### config.mk
export PLATFORM = sky130hd
export DESIGN_NAME = cm_sysctl
export DESIGN_NICKNAME = d
export VERILOG_FILES = /design/src/rtl/cm_sysctl_pkg.sv /design/src/rtl/cm_decode.sv /design/src/rtl/cm_int_path.sv /design/src/rtl/cm_spd_rom.sv /design/src/rtl/cm_sysctl.sv
export SDC_FILE = /design/constraint.sdc
export NUM_CORES = 1
export LEC_CHECK = 0
export ABC_CLOCK_PERIOD_IN_PS = 2850
export BUFFER_PORTS_ARGS = -buffer_cell sky130_fd_sc_hd__buf_2
export CORE_ASPECT_RATIO = 1.75
export CORE_MARGIN = 1.5
export CORE_UTILIZATION = 45
export DETAILED_ROUTE_END_ITERATION = 10
export PLACE_DENSITY = 0.59
export SYNTH_ARGS = -nofsm -noshare
export SYNTH_HDL_FRONTEND = slang
export SYNTH_SLANG_ARGS = --single-unit
### constraint.sdc
create_clock -name clk -period 2.85 [get_ports clk]
set_clock_uncertainty 0.05 [all_clocks]
set_input_delay 0.4275 -clock clk [delete_from_list [all_inputs] [get_ports clk]]
set_output_delay 0.4275 -clock clk [all_outputs]
set_load 0.02 [all_outputs]
### src/rtl/cm_sysctl_pkg.sv
package cm_sysctl_pkg;

    localparam int DATA_W = 32;
    localparam int ADDR_W = 10;
    localparam int IDX_W  = ADDR_W - 2;
    localparam int TBL_AW = 5;

    localparam logic [DATA_W-1:0] ID_WORD     = 32'h411A_3001;
    localparam logic [DATA_W-1:0] STAT_WORD   = 32'h0010_0000;
    localparam logic [DATA_W-1:0] OSC_INIT    = 32'h0100_0048;
    localparam logic [DATA_W-1:0] AUX_INIT    = 32'h0007_FEFF;
    localparam logic [DATA_W-1:0] MEMINIT_RST = 32'h0000_0112;
    localparam logic [DATA_W-1:0] SDRAM_BASE  = 32'h0001_1122;
    localparam logic [15:0]       UNLOCK_KEY  = 16'hA05F;
    localparam logic [DATA_W-1:0] LOCK_OPEN_RD = 32'h0001_A05F;

    typedef enum logic [IDX_W-1:0] {
        IX_ID       = 8'd0,
        IX_PROC     = 8'd1,
        IX_OSC      = 8'd2,
        IX_CTRL     = 8'd3,
        IX_STAT     = 8'd4,
        IX_LOCK     = 8'd5,
        IX_AUX      = 8'd7,
        IX_SDRAM    = 8'd8,
        IX_MEMINIT  = 8'd9,
        IX_FLG_SET  = 8'd12,
        IX_FLG_CLR  = 8'd13,
        IX_NVF_SET  = 8'd14,
        IX_NVF_CLR  = 8'd15,
        IX_IRQ_STAT = 8'd16,
        IX_IRQ_RAW  = 8'd17,
        IX_IRQ_ENS  = 8'd18,
        IX_IRQ_ENC  = 8'd19,
        IX_SW_SET   = 8'd20,
        IX_SW_CLR   = 8'd21,
        IX_FIQ_STAT = 8'd24,
        IX_FIQ_RAW  = 8'd25,
        IX_FIQ_ENS  = 8'd26,
        IX_FIQ_ENC  = 8'd27
    } reg_idx_e;

    typedef struct packed {
        logic osc;
        logic ctrl;
        logic lock;
        logic aux;
        logic sdram;
        logic meminit;
        logic flg_set;
        logic flg_clr;
        logic nvf_set;
        logic nvf_clr;
        logic irq_ens;
        logic irq_enc;
        logic fiq_ens;
        logic fiq_enc;
        logic sw_set;
        logic sw_clr;
    } wr_sel_t;

    function automatic logic [7:0] size_code(input int mb);
        if (mb >= 256)     return 8'h10;
        else if (mb >= 128) return 8'h0C;
        else if (mb >= 64)  return 8'h08;
        else if (mb >= 32)  return 8'h04;
        else                return 8'h00;
    endfunction

    function automatic logic [7:0] size_byte(input int mb);
        if (mb >= 256)     return 8'd64;
        else if (mb >= 128) return 8'd32;
        else if (mb >= 64)  return 8'd16;
        else if (mb >= 32)  return 8'd4;
        else                return 8'd2;
    endfunction

    function automatic logic [7:0] tbl_entry(input logic [TBL_AW-1:0] k, input int mb);
        case (k)
            5'd0:  return 8'd128;
            5'd1:  return 8'd8;
            5'd2:  return 8'd4;
            5'd3:  return 8'd11;
            5'd4:  return 8'd9;
            5'd5:  return 8'd1;
            5'd6:  return 8'd64;
            5'd8:  return 8'd2;
            5'd9:  return 8'hA0;
            5'd10: return 8'hA0;
            5'd13: return 8'd8;
            5'd15: return 8'd1;
            5'd16: return 8'h0E;
            5'd17: return 8'd4;
            5'd18: return 8'h1C;
            5'd19: return 8'd1;
            5'd20: return 8'd2;
            5'd21: return 8'h20;
            5'd22: return 8'hC0;
            5'd27: return 8'h30;
            5'd28: return 8'h28;
            5'd29: return 8'h30;
            5'd30: return 8'h28;
            5'd31: return size_byte(mb);
            default: return 8'h00;
        endcase
    endfunction

endpackage

### src/rtl/cm_decode.sv
module cm_decode
    import cm_sysctl_pkg::*;
(
    input  logic [ADDR_W-1:0] addr,
    input  logic              we,
    input  logic              re,
    output wr_sel_t           wsel,
    output logic              rd_hit,
    output logic              err
);
    logic [IDX_W-1:0] idx;
    logic             aligned;
    logic             in_window;
    logic             in_volt;
    logic             wr_known;
    logic             rd_known;

    assign idx       = addr[ADDR_W-1:2];
    assign aligned   = (addr[1:0] == 2'b00);
    assign in_window = (idx[IDX_W-1:IDX_W-2] == 2'b01);
    assign in_volt   = (idx[IDX_W-1:2] == 6'b001000);

    always_comb begin
        wsel     = '0;
        wr_known = in_window | in_volt;
        case (idx)
            IX_OSC:     begin wsel.osc     = 1'b1; wr_known = 1'b1; end
            IX_CTRL:    begin wsel.ctrl    = 1'b1; wr_known = 1'b1; end
            IX_LOCK:    begin wsel.lock    = 1'b1; wr_known = 1'b1; end
            IX_AUX:     begin wsel.aux     = 1'b1; wr_known = 1'b1; end
            IX_SDRAM:   begin wsel.sdram   = 1'b1; wr_known = 1'b1; end
            IX_MEMINIT: begin wsel.meminit = 1'b1; wr_known = 1'b1; end
            IX_FLG_SET: begin wsel.flg_set = 1'b1; wr_known = 1'b1; end
            IX_FLG_CLR: begin wsel.flg_clr = 1'b1; wr_known = 1'b1; end
            IX_NVF_SET: begin wsel.nvf_set = 1'b1; wr_known = 1'b1; end
            IX_NVF_CLR: begin wsel.nvf_clr = 1'b1; wr_known = 1'b1; end
            IX_IRQ_ENS: begin wsel.irq_ens = 1'b1; wr_known = 1'b1; end
            IX_IRQ_ENC: begin wsel.irq_enc = 1'b1; wr_known = 1'b1; end
            IX_FIQ_ENS: begin wsel.fiq_ens = 1'b1; wr_known = 1'b1; end
            IX_FIQ_ENC: begin wsel.fiq_enc = 1'b1; wr_known = 1'b1; end
            IX_SW_SET:  begin wsel.sw_set  = 1'b1; wr_known = 1'b1; end
            IX_SW_CLR:  begin wsel.sw_clr  = 1'b1; wr_known = 1'b1; end
            default: ;
        endcase
        if (!(we && aligned)) wsel = '0;
    end

    always_comb begin
        case (idx)
            IX_ID, IX_PROC, IX_OSC, IX_CTRL, IX_STAT, IX_LOCK, IX_AUX,
            IX_SDRAM, IX_MEMINIT, IX_FLG_SET, IX_NVF_SET,
            IX_IRQ_STAT, IX_IRQ_RAW, IX_IRQ_ENS, IX_SW_SET,
            IX_FIQ_STAT, IX_FIQ_RAW, IX_FIQ_ENS: rd_known = 1'b1;
            default: rd_known = in_window | in_volt;
        endcase
    end

    assign rd_hit = rd_known & aligned;
    assign err    = (we & ~(wr_known & aligned)) | (re & ~rd_hit);

endmodule

### src/rtl/cm_int_path.sv
module cm_int_path #(
    parameter int W = 32
) (
    input  logic         clk,
    input  logic         rst,
    input  logic         set_we,
    input  logic         clr_we,
    input  logic [W-1:0] wdata,
    input  logic [W-1:0] level,
    output logic [W-1:0] en_o,
    output logic         req_o
);
    always_ff @(posedge clk) begin
        if (rst) begin
            en_o  <= '0;
            req_o <= 1'b0;
        end else begin
            if (set_we)      en_o <= en_o | wdata;
            else if (clr_we) en_o <= en_o & ~wdata;
            req_o <= |(level & en_o);
        end
    end
endmodule

### src/rtl/cm_spd_rom.sv
module cm_spd_rom
    import cm_sysctl_pkg::*;
#(
    parameter int MEM_MB = 128
) (
    input  logic [TBL_AW-1:0] k,
    output logic [7:0]        val
);
    assign val = tbl_entry(k, MEM_MB);
endmodule

### src/rtl/cm_sysctl.sv
module cm_sysctl
    import cm_sysctl_pkg::*;
#(
    parameter int MEM_MB = 128
) (
    input  logic              clk,
    input  logic              rst,
    input  logic [ADDR_W-1:0] bus_addr,
    input  logic              bus_we,
    input  logic [DATA_W-1:0] bus_wdata,
    input  logic              bus_re,
    output logic [DATA_W-1:0] bus_rdata,
    output logic              irq_o,
    output logic              fiq_o,
    output logic              sys_rst_req_o,
    output logic              boot_overlay_o,
    output logic              led_o,
    output logic              err_o
);
    localparam logic [DATA_W-1:0] SDRAM_RST = SDRAM_BASE | {24'b0, size_code(MEM_MB)};
    localparam int NPATH = 2;

    wr_sel_t           wsel;
    logic              rd_hit;
    logic              err_w;
    logic [IDX_W-1:0]  idx;
    logic [7:0]        tbl_val;
    logic [DATA_W-1:0] rd_val;

    logic [DATA_W-1:0] osc_q, aux_q, sdram_q, meminit_q, flags_q, nvflags_q;
    logic [15:0]       lock_q;
    logic              led_q, remap_q, sw_q, rst_pulse_q, err_q;
    logic              key_ok;
    logic [DATA_W-1:0] level_vec;

    logic [NPATH-1:0]  path_set, path_clr, path_req;
    logic [DATA_W-1:0] path_en [NPATH];
    logic [DATA_W-1:0] irq_en_w, fiq_en_w;

    assign idx       = bus_addr[ADDR_W-1:2];
    assign key_ok    = (lock_q == UNLOCK_KEY);
    assign level_vec = {{(DATA_W-1){1'b0}}, sw_q};

    cm_decode u_decode (
        .addr   (bus_addr),
        .we     (bus_we),
        .re     (bus_re),
        .wsel   (wsel),
        .rd_hit (rd_hit),
        .err    (err_w)
    );

    cm_spd_rom #(.MEM_MB(MEM_MB)) u_tbl (
        .k   (idx[TBL_AW-1:0]),
        .val (tbl_val)
    );

    assign path_set = {wsel.fiq_ens, wsel.irq_ens};
    assign path_clr = {wsel.fiq_enc, wsel.irq_enc};

    for (genvar g = 0; g < NPATH; g++) begin : g_path
        cm_int_path #(.W(DATA_W)) u_path (
            .clk    (clk),
            .rst    (rst),
            .set_we (path_set[g]),
            .clr_we (path_clr[g]),
            .wdata  (bus_wdata),
            .level  (level_vec),
            .en_o   (path_en[g]),
            .req_o  (path_req[g])
        );
    end

    assign irq_en_w = path_en[0];
    assign fiq_en_w = path_en[1];

    always_ff @(posedge clk) begin
        if (rst) begin
            osc_q       <= OSC_INIT;
            aux_q       <= AUX_INIT;
            sdram_q     <= SDRAM_RST;
            meminit_q   <= MEMINIT_RST;
            flags_q     <= '0;
            nvflags_q   <= '0;
            lock_q      <= '0;
            led_q       <= 1'b0;
            remap_q     <= 1'b0;
            sw_q        <= 1'b0;
            rst_pulse_q <= 1'b0;
            err_q       <= 1'b0;
        end else begin
            if (wsel.osc && key_ok) osc_q <= bus_wdata;
            if (wsel.aux && key_ok) aux_q <= bus_wdata;
            if (wsel.lock)    lock_q    <= bus_wdata[15:0];
            if (wsel.sdram)   sdram_q   <= bus_wdata;
            if (wsel.meminit) meminit_q <= bus_wdata;
            if (wsel.flg_set) flags_q   <= flags_q | bus_wdata;
            if (wsel.flg_clr) flags_q   <= flags_q & ~bus_wdata;
            if (wsel.nvf_set) nvflags_q <= nvflags_q | bus_wdata;
            if (wsel.nvf_clr) nvflags_q <= nvflags_q & ~bus_wdata;
            if (wsel.ctrl) begin
                led_q   <= bus_wdata[0];
                remap_q <= bus_wdata[2];
            end
            if (wsel.sw_set && bus_wdata[0]) sw_q <= 1'b1;
            if (wsel.sw_clr && bus_wdata[0]) sw_q <= 1'b0;
            rst_pulse_q <= wsel.ctrl & bus_wdata[3];
            err_q       <= err_w;
        end
    end

    always_comb begin
        case (idx)
            IX_ID:       rd_val = ID_WORD;
            IX_OSC:      rd_val = osc_q;
            IX_CTRL:     rd_val = {{(DATA_W-3){1'b0}}, remap_q, 1'b0, led_q};
            IX_STAT:     rd_val = STAT_WORD;
            IX_LOCK:     rd_val = key_ok ? LOCK_OPEN_RD : {16'b0, lock_q};
            IX_AUX:      rd_val = aux_q;
            IX_SDRAM:    rd_val = sdram_q;
            IX_MEMINIT:  rd_val = meminit_q;
            IX_FLG_SET:  rd_val = flags_q;
            IX_NVF_SET:  rd_val = nvflags_q;
            IX_IRQ_STAT: rd_val = level_vec & irq_en_w;
            IX_IRQ_RAW:  rd_val = level_vec;
            IX_IRQ_ENS:  rd_val = irq_en_w;
            IX_SW_SET:   rd_val = level_vec;
            IX_FIQ_STAT: rd_val = level_vec & fiq_en_w;
            IX_FIQ_RAW:  rd_val = level_vec;
            IX_FIQ_ENS:  rd_val = fiq_en_w;
            default:     rd_val = (idx[IDX_W-1:IDX_W-2] == 2'b01 && !idx[TBL_AW])
                                  ? {24'b0, tbl_val} : '0;
        endcase
        if (!rd_hit) rd_val = '0;
    end

    always_ff @(posedge clk) begin
        if (rst)         bus_rdata <= '0;
        else if (bus_re) bus_rdata <= rd_val;
    end

    assign irq_o          = path_req[0];
    assign fiq_o          = path_req[1];
    assign sys_rst_req_o  = rst_pulse_q;
    assign boot_overlay_o = ~remap_q;
    assign led_o          = led_q;
    assign err_o          = err_q;

endmodule

==> impl_metrics.toml, run 1 <==
[synthesis]
synth-edff-count = 0
synth_common_cells = "nand2_1 (323), dfxtp_1 (311), a21oi_1 (206)"
syn-num-nets = 1747
post-synth-top-area-fraction_pct = 43.6
syn_area_per_cell_um2 = 8.40
synthesis.area_mm2 = 0.0143
synth_cells = 1701
synth.most_common_cell = "nand2_1"
ys_types = 66
synthFlopType = "dfxtp_1"
ys_seq_area_share_pct = 43.6
synth_warnings = 0
synth_area_leaders = "dfxtp_1 (44%), nand2_1 (8.5%), a21oi_1 (7.2%), mux2i_1 (5.7%), a211oi_2 (5.3%)"
synthArstFlopShare_pct = 0
ys_ff_latch = 311
yosysTopAreaCell = "dfxtp_1"

[worst_setup_path]
crit_family = "simple AND/OR/NAND/NOR gates"
crit_path_top_delay_cell = "or4_1"
worst-setup-path-type = "register to register"
worstRegToRegCells = 6
worst-path-stages = 6
crit_path_end_kind = "register"
worstSetupStartpointType = "register"
timing.rr.end = "osc_q[3]"
r2r_start = "lock_q[7]"
ff2ff_setup_slack_ns = 0.59
path_cells = "or4_1 > nor4_2 > buf_4 > nand3_2 > buf_4 > a211o_1"
cp_max_fo = 14
critical_path_required_ns = 3.24
cp_slowest_stage_delay_ns = 0.54
path_common_cell = "buf_4"
worstPathArrival_ns = 2.66
crit_buf_inv = 2

[cts]
clockRootBuffer = "clkbuf_16"
post_cts_buffers = 0
clk_pin_slew_ns = 0.07
clk_latency_ns = 0.56
max-clock-path-buffers = 3
cts_tree = "built"
h-tree-depth = 1
holdBufCountCts = 0
ctsResizeCount = 0
clock-sinks = 311
cts_made_buffers = 29

[sta]
tightest_slew_ns = 0.771
finalHoldViolCount = 0
max_slew_margin_pct = 48.6
finalSetupViolCount = 0
finalMaxSlewViolations = 0
fin_crit_ns = 2.26
rsz0062_at_grt = "false"
timing.final.crit_share_pct = 79.5
tns_ns = 0
max_freq_mhz = 442

[global_routing]
grt_max_degree = 147
antenna_found_initial = 0
grt.overflow.total = 0
grt_pass1_vias = 12691
grt_pass1_wl_um = 78300
grt.total_usage_pct = 32.0

[placed_design]
placed_cell_area_mm2 = 0.0154
port_buffers = 83
place_hpwl_um = 34900
gp_congestion = 0.925

[layout]
seqCellArea_mm2 = 0.00623
fin_area_mm2 = 0.0163
diodes = 0
n_fill_cell = 2997
synthToLayoutAreaGrowth_pct = 14.2
multi_input_area_mm2 = 0.00725
finalNetCount = 1782
drive_gt1_share_pct = 17.6

[routing]
post_drt_wl_per_cell_um = 24.5
drt-initial-drc-count = 1185
vias_per_cell = 6.15
vias = 13226
ant_nets = 0
routed_wirelength_um = 52600
drc = 0
drt-pass1-iter-count = 7

[power]
leakagePower_nw = 6.02
power.density_mw_per_mm2 = 538
power_w = 0.00878
max-vdd-ir-drop_v = 0.000511

[die]
die_y_um = 239
die_w_um = 138
core-area_mm2 = 0.0314
ios = 84
start_util_pct = 45.5
rows = 86
die-area_mm2 = 0.0329

[hold_path]
worst_hold_startpoint = "bus_wdata[16]"
worstHoldPathType = "primary input to register"
hold_path_depth = 2

[status]
outcome = "completed"

[run]
maxCapViolCount = 0
-- through the flow --
stage / util, % / hold WS [ns] / std cells / setup slack (ns)
after floorplan: - / 0.378 / 1701 / 0.460
after global placement: 49.1 / 0.381 / 2101 / 0.199
after detailed placement: 49.1 / 0.388 / 2101 / 0.210
after CTS: 51.9 / 0.156 / 2150 / 0.622
after global routing: 51.9 / 0.185 / 2150 / 0.492
final: 51.9 / 0.169 / 2150 / 0.585
-- power by group --
part / switching, W / internal [W] / total [W]
logic: 0.000444 / 0.000161 / 0.000606
clock network: 0.00168 / 0.00215 / 0.00382
registers: 0.00000121 / 0.00435 / 0.00435
-- cells in the final DEF (no fill, tap or decap), types with 7 or more instances in the layout --
| master | n |
|---|---|
| mux2i_1 | 81 |
| clkbuf_16 | 29 |
| nor3_1 | 8 |
| nand4_1 | 8 |
| a221oi_1 | 9 |
| and3_1 | 7 |
| a22oi_1 | 66 |
| inv_1 | 38 |
| nor2_1 | 96 |
| a21oi_1 | 205 |
| clkbuf_1 | 9 |
| buf_2 | 81 |
| a211oi_2 | 60 |
| nand2_1 | 323 |
| nand3_1 | 17 |
| a211o_1 | 11 |
| a22o_1 | 19 |
| nand3b_1 | 23 |
| a31oi_1 | 8 |
| o22ai_1 | 13 |
| o211ai_1 | 7 |
| mux2_2 | 9 |
| buf_4 | 87 |
| buf_12 | 11 |
| o21ai_0 | 68 |
| a32oi_1 | 12 |
| nor2b_1 | 11 |
| o221ai_1 | 12 |
| dfxtp_1 | 311 |
-- layer usage --
metal	wire (um)	part of all wire, %	global-route usage [%]	vias to the layer above
met5	0	0	0	-
met4	2930	5.6	16.7	0
met3	3050	5.8	4.28	152
met2	26200	50	54.8	516
met1	20400	39	38.4	6464
li1	-	-	-	6094
-- worst max-delay path by stage --
| stage | from | endpoint | slack [ns] |
|---|---|---|---|
| 2_1_floorplan | bus_addr[8] | register | 0.46 |
| 4_1_cts | lock_q[7] | osc_q[3] | 0.62 |
| 6_report | lock_q[7] | osc_q[3] | 0.59 |
| 3_5_place_dp | bus_addr[8] | register | 0.21 |
| 3_3_place_gp | bus_addr[4] | bus_rdata[26] | 0.20 |
| 5_1_grt | lock_q[7] | aux_q[8] | 0.49 |
-- cells by family after synthesis --
| kind of cell | after synthesis | synth area share, % |
|---|---|---|
| AO/OA/AOI/OAI | 535 | 26.1 |
| XOR/XNOR | 2 | 0.123 |
| buffers and inverters | 214 | 6.21 |
| flip-flops | 311 | 43.6 |
| multiplexers | 90 | 6.39 |
| AND/OR/NAND/NOR | 549 | 17.5 |
-- layout make-up --
type / count / share of cell area (%)
Multi-Input combinational cell: 1176 / 44.5
Timing Repair Buffer: 180 / 7.93
Tap cell: 396 / 3.04
Clock buffer: 42 / 4.99
Sequential cell: 311 / 38.2
Clock inverter: 7 / 0.522
Inverter: 38 / 0.874
No activity file was read; power rests on OpenSTA's default activity.
==> run 2, diff against run 1 <==
--- a/config.mk
+++ b/config.mk
@@ -5,7 +5,7 @@
 export SDC_FILE = /design/constraint.sdc
 export NUM_CORES = 1
 export LEC_CHECK = 0
-export ABC_CLOCK_PERIOD_IN_PS = 2850
+export ABC_CLOCK_PERIOD_IN_PS = 2150
 export BUFFER_PORTS_ARGS = -buffer_cell sky130_fd_sc_hd__buf_2
 export CORE_ASPECT_RATIO = 1.75
 export CORE_MARGIN = 1.5
==> constraint.sdc (replaced) <==
create_clock -name clk -period 2.15 [get_ports clk]
set_clock_uncertainty 0.05 [all_clocks]
set_input_delay 0.3225 -clock clk [delete_from_list [all_inputs] [get_ports clk]]
set_output_delay 0.3225 -clock clk [all_outputs]
set_load 0.02 [all_outputs]
==> impl_metrics.toml, run 2 (same netlist as run 1, synthesis figures left out) <==
[power]
power.density_mw_per_mm2 = 724
clkPwrFrac_pct = 47.9
switchingPower_w = 0.00302
p_seq_share_pct = 44.9
p_comb_share_pct = 7.2
max-vdd-ir-drop_v = 0.000660
leakagePower_nw = 6.75
cellInternalPower_w = 0.00980
switching_share_pct = 23.6
power_w = 0.0128

[die]
die-area_mm2 = 0.0329
die_y_um = 239
start_util_pct = 45.5
die_w_um = 138
core-area_mm2 = 0.0314
rows = 86
ios = 84

[sta]
rsz0062_at_grt = "true"
timing.final.crit_share_pct = 104
fin_crit_ns = 2.23
finalHoldViolCount = 0
max_freq_mhz = 448
tns_ns = -0.862
finalMaxSlewViolations = 0
max_slew_margin_pct = 42.6
finalSetupViolCount = 29
fin_ws_ns = -0.0842
tightest_slew_ns = 0.861

[worst_setup_path]
crit_buf_inv = 2
path_cells = "or4b_4 > nor4_4 > buf_4 > nand3_4 > buf_12 > a211o_1"
worst-setup-path-type = "register to register"
ff2ff_setup_slack_ns = -0.08
timing.rr.end = "osc_q[24]"
r2r_start = "lock_q[10]"
worstRegToRegCells = 6
cp_slowest_stage_delay_ns = 0.55
crit_path_top_delay_cell = "or4b_4"
worstPathArrival_ns = 2.65
cp_max_fo = 7
critical_path_required_ns = 2.56
crit_path_end_kind = "register"
crit_start = "lock_q[10]"
worstSetupStartpointType = "register"
crit_family = "simple AND/OR/NAND/NOR gates"

[layout]
layout_common_cells = "nand2_1 (321), dfxtp_1 (309), a21oi_1 (181), buf_4 (140), nor2_1 (95)"
synthToLayoutAreaGrowth_pct = 24.0
finalNetCount = 1866
drive_gt1_share_pct = 24.0
final_util_pct = 56.4
final_common_cell = "nand2_1"
seqCellArea_mm2 = 0.00623
diodes = 0
n_fill_cell = 2928
instances_no_fill = 2240
fin_area_mm2 = 0.0177
multi_input_area_mm2 = 0.00740

[global_routing]
grt_max_degree = 112
grt_pass1_wl_um = 81000
grt.total_usage_pct = 33.3
grt_pass1_vias = 13412
grt.overflow.total = 0
antenna_found_initial = 0

[routing]
routed_wirelength_um = 54200
drt-initial-drc-count = 1120
post_drt_wl_per_cell_um = 24.2
ant_nets = 0
vias = 13578
drt-pass1-iter-count = 7
vias_per_cell = 6.06
drc = 0

[placed_design]
place_hpwl_um = 37000
dp.cells = 2181
port_buffers = 83
placed_cell_area_mm2 = 0.0164
gp_congestion = 0.919

[status]
violations = "negative setup slack"
outcome = "finished with violations"

[cts]
clk_pin_slew_ns = 0.07
cts_tree = "built"
max-clock-path-buffers = 3
h-tree-depth = 1
clk_latency_ns = 0.58
holdBufCountCts = 0
cts_made_buffers = 30
clockRootBuffer = "clkbuf_16"
clock-sinks = 311

[hold_path]
worstHoldPathType = "primary input to register"
holdPathEnd = "osc_q[5]"
hold_path_depth = 2
worst_hold_startpoint = "rst"

[run]
maxCapViolCount = 0
## run 2: cell types whose count changed in the layout (fill, tap and decap cells not counted), sizes merged
cell      before  now
clkbuf        42   40
clkinv         5    7
clkinvlp       0    1
inv           38   39
bufinv         2    7
buf          180  263
## run 2: power by group through the flow
stage               clock network (W)  registers (W)  logic (W)
CTS                           0.00620        0.00576   0.000902
finish                        0.00614        0.00576   0.000919
floorplan                           0        0.00590   0.000451
global placement                    0        0.00589   0.000897
global route                  0.00639        0.00576   0.000960
detailed placement                  0        0.00589   0.000900
## run 2: metal layers
| metal | part of all wire (%) | track usage (%) | vias to the layer above |
|---|---|---|---|
| met5 | 0 | 0 | - |
| met1 | 38 | 38.5 | 6594 |
| li1 | - | - | 6278 |
| met3 | 5.9 | 5.00 | 210 |
| met4 | 7.7 | 22.3 | 0 |
| met2 | 49 | 55.9 | 496 |
## run 2: area by class of cell
| type | instances | share of cell area, % |
|---|---|---|
| multi-input combinational | 1176 | 41.8 |
| sequential | 311 | 35.2 |
| timing repair buffer | 263 | 12.9 |
| clock buffer | 40 | 5.02 |
| tap | 396 | 2.80 |
| clock inverter | 16 | 1.49 |
| inverter | 38 | 0.805 |
## run 2: how the worst max path moves through the flow
stage,to,slack [ns],depth (start not counted)
3_3_place_gp,register,-0.13,7
6_report,osc_q[24],-0.08,6
3_5_place_dp,register,-0.19,7
4_1_cts,osc_q[24],-0.02,6
5_1_grt,osc_q[23],-0.14,7
2_1_floorplan,register,-0.07,8
## run 2: per-stage QoR
stage          hold WS, ns  setup slack (ns)
2_1_floorplan        0.378           -0.0722
3_5_place_dp         0.387            -0.192
3_3_place_gp         0.380            -0.135
5_1_grt             0.0420            -0.141
6_report            0.0232           -0.0842
4_1_cts             0.0133           -0.0207
## run 2: worst reg2reg max path, delay by kind of cell (launching register included)
family | cells | cell delay (ns)
simple gates | 3 | 1.04
buf+inv | 2 | 0.43
flops | 1 | 0.32
compound gates | 1 | 0.29
## run 2: what timing repair did
action	4_1_cts	5_1_grt
setup buffers	1	0
cloned	2	1
resized for setup	10	14
pin swaps	4	2
setup endpoints to repair	33	65
==> run 3, diff against run 2 <==
--- a/config.mk
+++ b/config.mk
@@ -5,6 +5,7 @@
 export SDC_FILE = /design/constraint.sdc
 export NUM_CORES = 1
 export LEC_CHECK = 0
+export ABC_AREA = 1
 export ABC_CLOCK_PERIOD_IN_PS = 2150
 export BUFFER_PORTS_ARGS = -buffer_cell sky130_fd_sc_hd__buf_2
 export CORE_ASPECT_RATIO = 1.75
==> impl_metrics.toml, run 3 <==
[status]
outcome = "completed"

[synthesis]
ys_seq_area_share_pct = 45.9
synth_warnings = 0
ys_ff_latch = 311
syn-num-nets = 1942
syn_area_per_cell_um2 = 7.16
post-synth-top-area-fraction_pct = 45.9
synth_cells = 1896
synthFlopType = "dfxtp_1"
synth.most_common_cell = "nand2_1"
synth-edff-count = 0
synth_common_cells = "nand2_1 (466), dfxtp_1 (311), a21oi_1 (283)"
synthesis.area_mm2 = 0.0136
synth_area_leaders = "dfxtp_1 (46%), nand2_1 (13%), a21oi_1 (10%), o21ai_0 (9.4%), nor2_1 (4.0%)"
yosysTopAreaCell = "dfxtp_1"
ys_types = 35
synthArstFlopShare_pct = 0

[worst_setup_path]
worstSetupStartpointType = "register"
crit_start = "lock_q[7]"
cp_max_fo = 22
r2r_start = "lock_q[7]"
crit_path_end_kind = "register"
worstPathArrival_ns = 2.26
critical_path_required_ns = 2.51
worst-setup-path-type = "register to register"

[routing]
ant_nets = 0
vias_per_cell = 5.65
routed_wirelength_um = 53400
vias = 13999
post_drt_wl_per_cell_um = 21.6
drc = 0
drt-pass1-iter-count = 5
drt-initial-drc-count = 1048

[sta]
tightest_slew_ns = 0.615
fin_crit_ns = 1.90
max_slew_margin_pct = 58.9
finalSetupViolCount = 0
rsz0062_at_grt = "false"
timing.hold.ws_ns = 0.0164
max_freq_mhz = 527
fin_ws_ns = 0.253
finalHoldViolCount = 0
timing.final.crit_share_pct = 88.2
finalMaxSlewViolations = 0

[cts]
clk_pin_slew_ns = 0.06
clock-sinks = 311
max-clock-path-buffers = 3
cts_tree = "built"
clk_latency_ns = 0.56
clockRootBuffer = "clkbuf_16"
cts_made_buffers = 29
h-tree-depth = 1

[layout]
fin_area_mm2 = 0.0168
drive_gt1_share_pct = 16.6
final_common_cell = "nand2_1"
synthToLayoutAreaGrowth_pct = 24.1
finalNetCount = 2116
n_fill_cell = 2948
layout_common_cells = "nand2_1 (466), dfxtp_1 (311), a21oi_1 (283), o21ai_0 (256), nor2_1 (140)"

[global_routing]
antenna_found_initial = 4
grt_max_degree = 112
grt_util_met1_pct = 36.4
use_met2_pct = 60.7
grt_pass1_vias = 13507
grtUsageMet3_pct = 4.95
busiest_layer = "met2"
grt.overflow.total = 0
grt_pass1_wl_um = 80200
grt.total_usage_pct = 34.3

[placed_design]
place_hpwl_um = 37300
placed_cell_area_mm2 = 0.0156
gp_congestion = 1.02
port_buffers = 83
post-place-ws_ns = -0.195

[power]
leakagePower_nw = 6.91
max-vdd-ir-drop_v = 0.000585
power.density_mw_per_mm2 = 706

[die]
die_w_um = 134
die-area_mm2 = 0.0313
ios = 84
start_util_pct = 45.5
core-area_mm2 = 0.0298
die_y_um = 233
rows = 84

[hold_path]
worst_hold_startpoint = "bus_wdata[19]"
worstHoldPathType = "primary input to register"

[run]
maxCapViolCount = 0
## run 3: changes by cell type after synthesis, moves of 60 or more
cell / change
mux2i_1: -81
nand2_1: +143
a211oi_2: -60
o21ai_0: +188
a22oi_1: -66
a21oi_1: +77
clkbuf_1: -68
## run 3: layer usage
layer | wire length [um] | part of all wire [%] | vias up
met3 | 3180 | 5.9 | 191
met5 | 46 | 0.086 | -
met2 | 26900 | 50 | 553
met1 | 18700 | 35 | 6531
li1 | - | - | 6718
met4 | 4630 | 8.7 | 6
## run 3: kinds of logic (layout without fill, tap and decap cells)
group / count (synthesis) / count (layout) / share of synthesized area, %
AOI/OAI and AO/OA: 620 / 620 / 24.6
buffers and inverters: 218 / 411 / 6.69
DFF: 311 / 311 / 45.9
other: 0 / 1 / 0
and+or+nand+nor: 747 / 747 / 22.8
## run 3: power by group
part           leakage [nW]  switching, W  internal, W  total (W)
combinational          3.91      0.000432     0.000191   0.000624
sequential             2.51    0.00000199      0.00576    0.00576
clock                 0.494       0.00228      0.00322    0.00550
total                  6.91       0.00271      0.00917     0.0119
## run 3: worst paths after layout
| check | endpoint | slack [ns] | cells past startpoint |
|---|---|---|---|
| max | aux_q[16] | 0.25 | 8 |
| min | register | 0.02 | 3 |
| max reg2reg | aux_q[16] | 0.25 | 8 |
| min reg2reg | register | 0.40 | 2 |
## run 3: layout make-up
class / instances / area (um2) / area share [%]
multi-input combinational: 1367 / 6470 / 38.4
timing repair buffer: 257 / 2260 / 13.4
clock inverter: 8 / 144 / 0.854
sequential: 311 / 6230 / 37.0
clock buffer: 42 / 855 / 5.07
antenna: 1 / 2.50 / 0.0149
inverter: 104 / 397 / 2.35
tap: 387 / 484 / 2.87
## run 3: metrics by stage
step	TNS (ns)	util, %	total power [W]	std cells
global placement	-8.26	52.4	0.00648	2405
finish	0	56.4	0.0119	2477
detailed placement	-7.97	52.4	0.00648	2405
CTS	0	56.4	0.0119	2476
global route	0	56.4	0.0122	2477
floorplan	0	-	0.00615	1896
## run 3: repair_timing
action | in CTS | in global routing
setup buffers | 0 | 0
endpoints found under the setup margin | 0 | 1
gates resized for setup | 0 | 1
hold endpoints to repair | 40 | 0
hold buffers | 21 | 0
## run 3: worst max-delay path, cell delays in order (launching register included)
cell and delay [ns]:
dfxtp_1 0.31, inv_1 0.13, nand4_1 0.14, nor4_1 0.35
buf_4 0.18, nand3_2 0.20, buf_12 0.25, nand2_1 0.06
o211ai_1 0.07
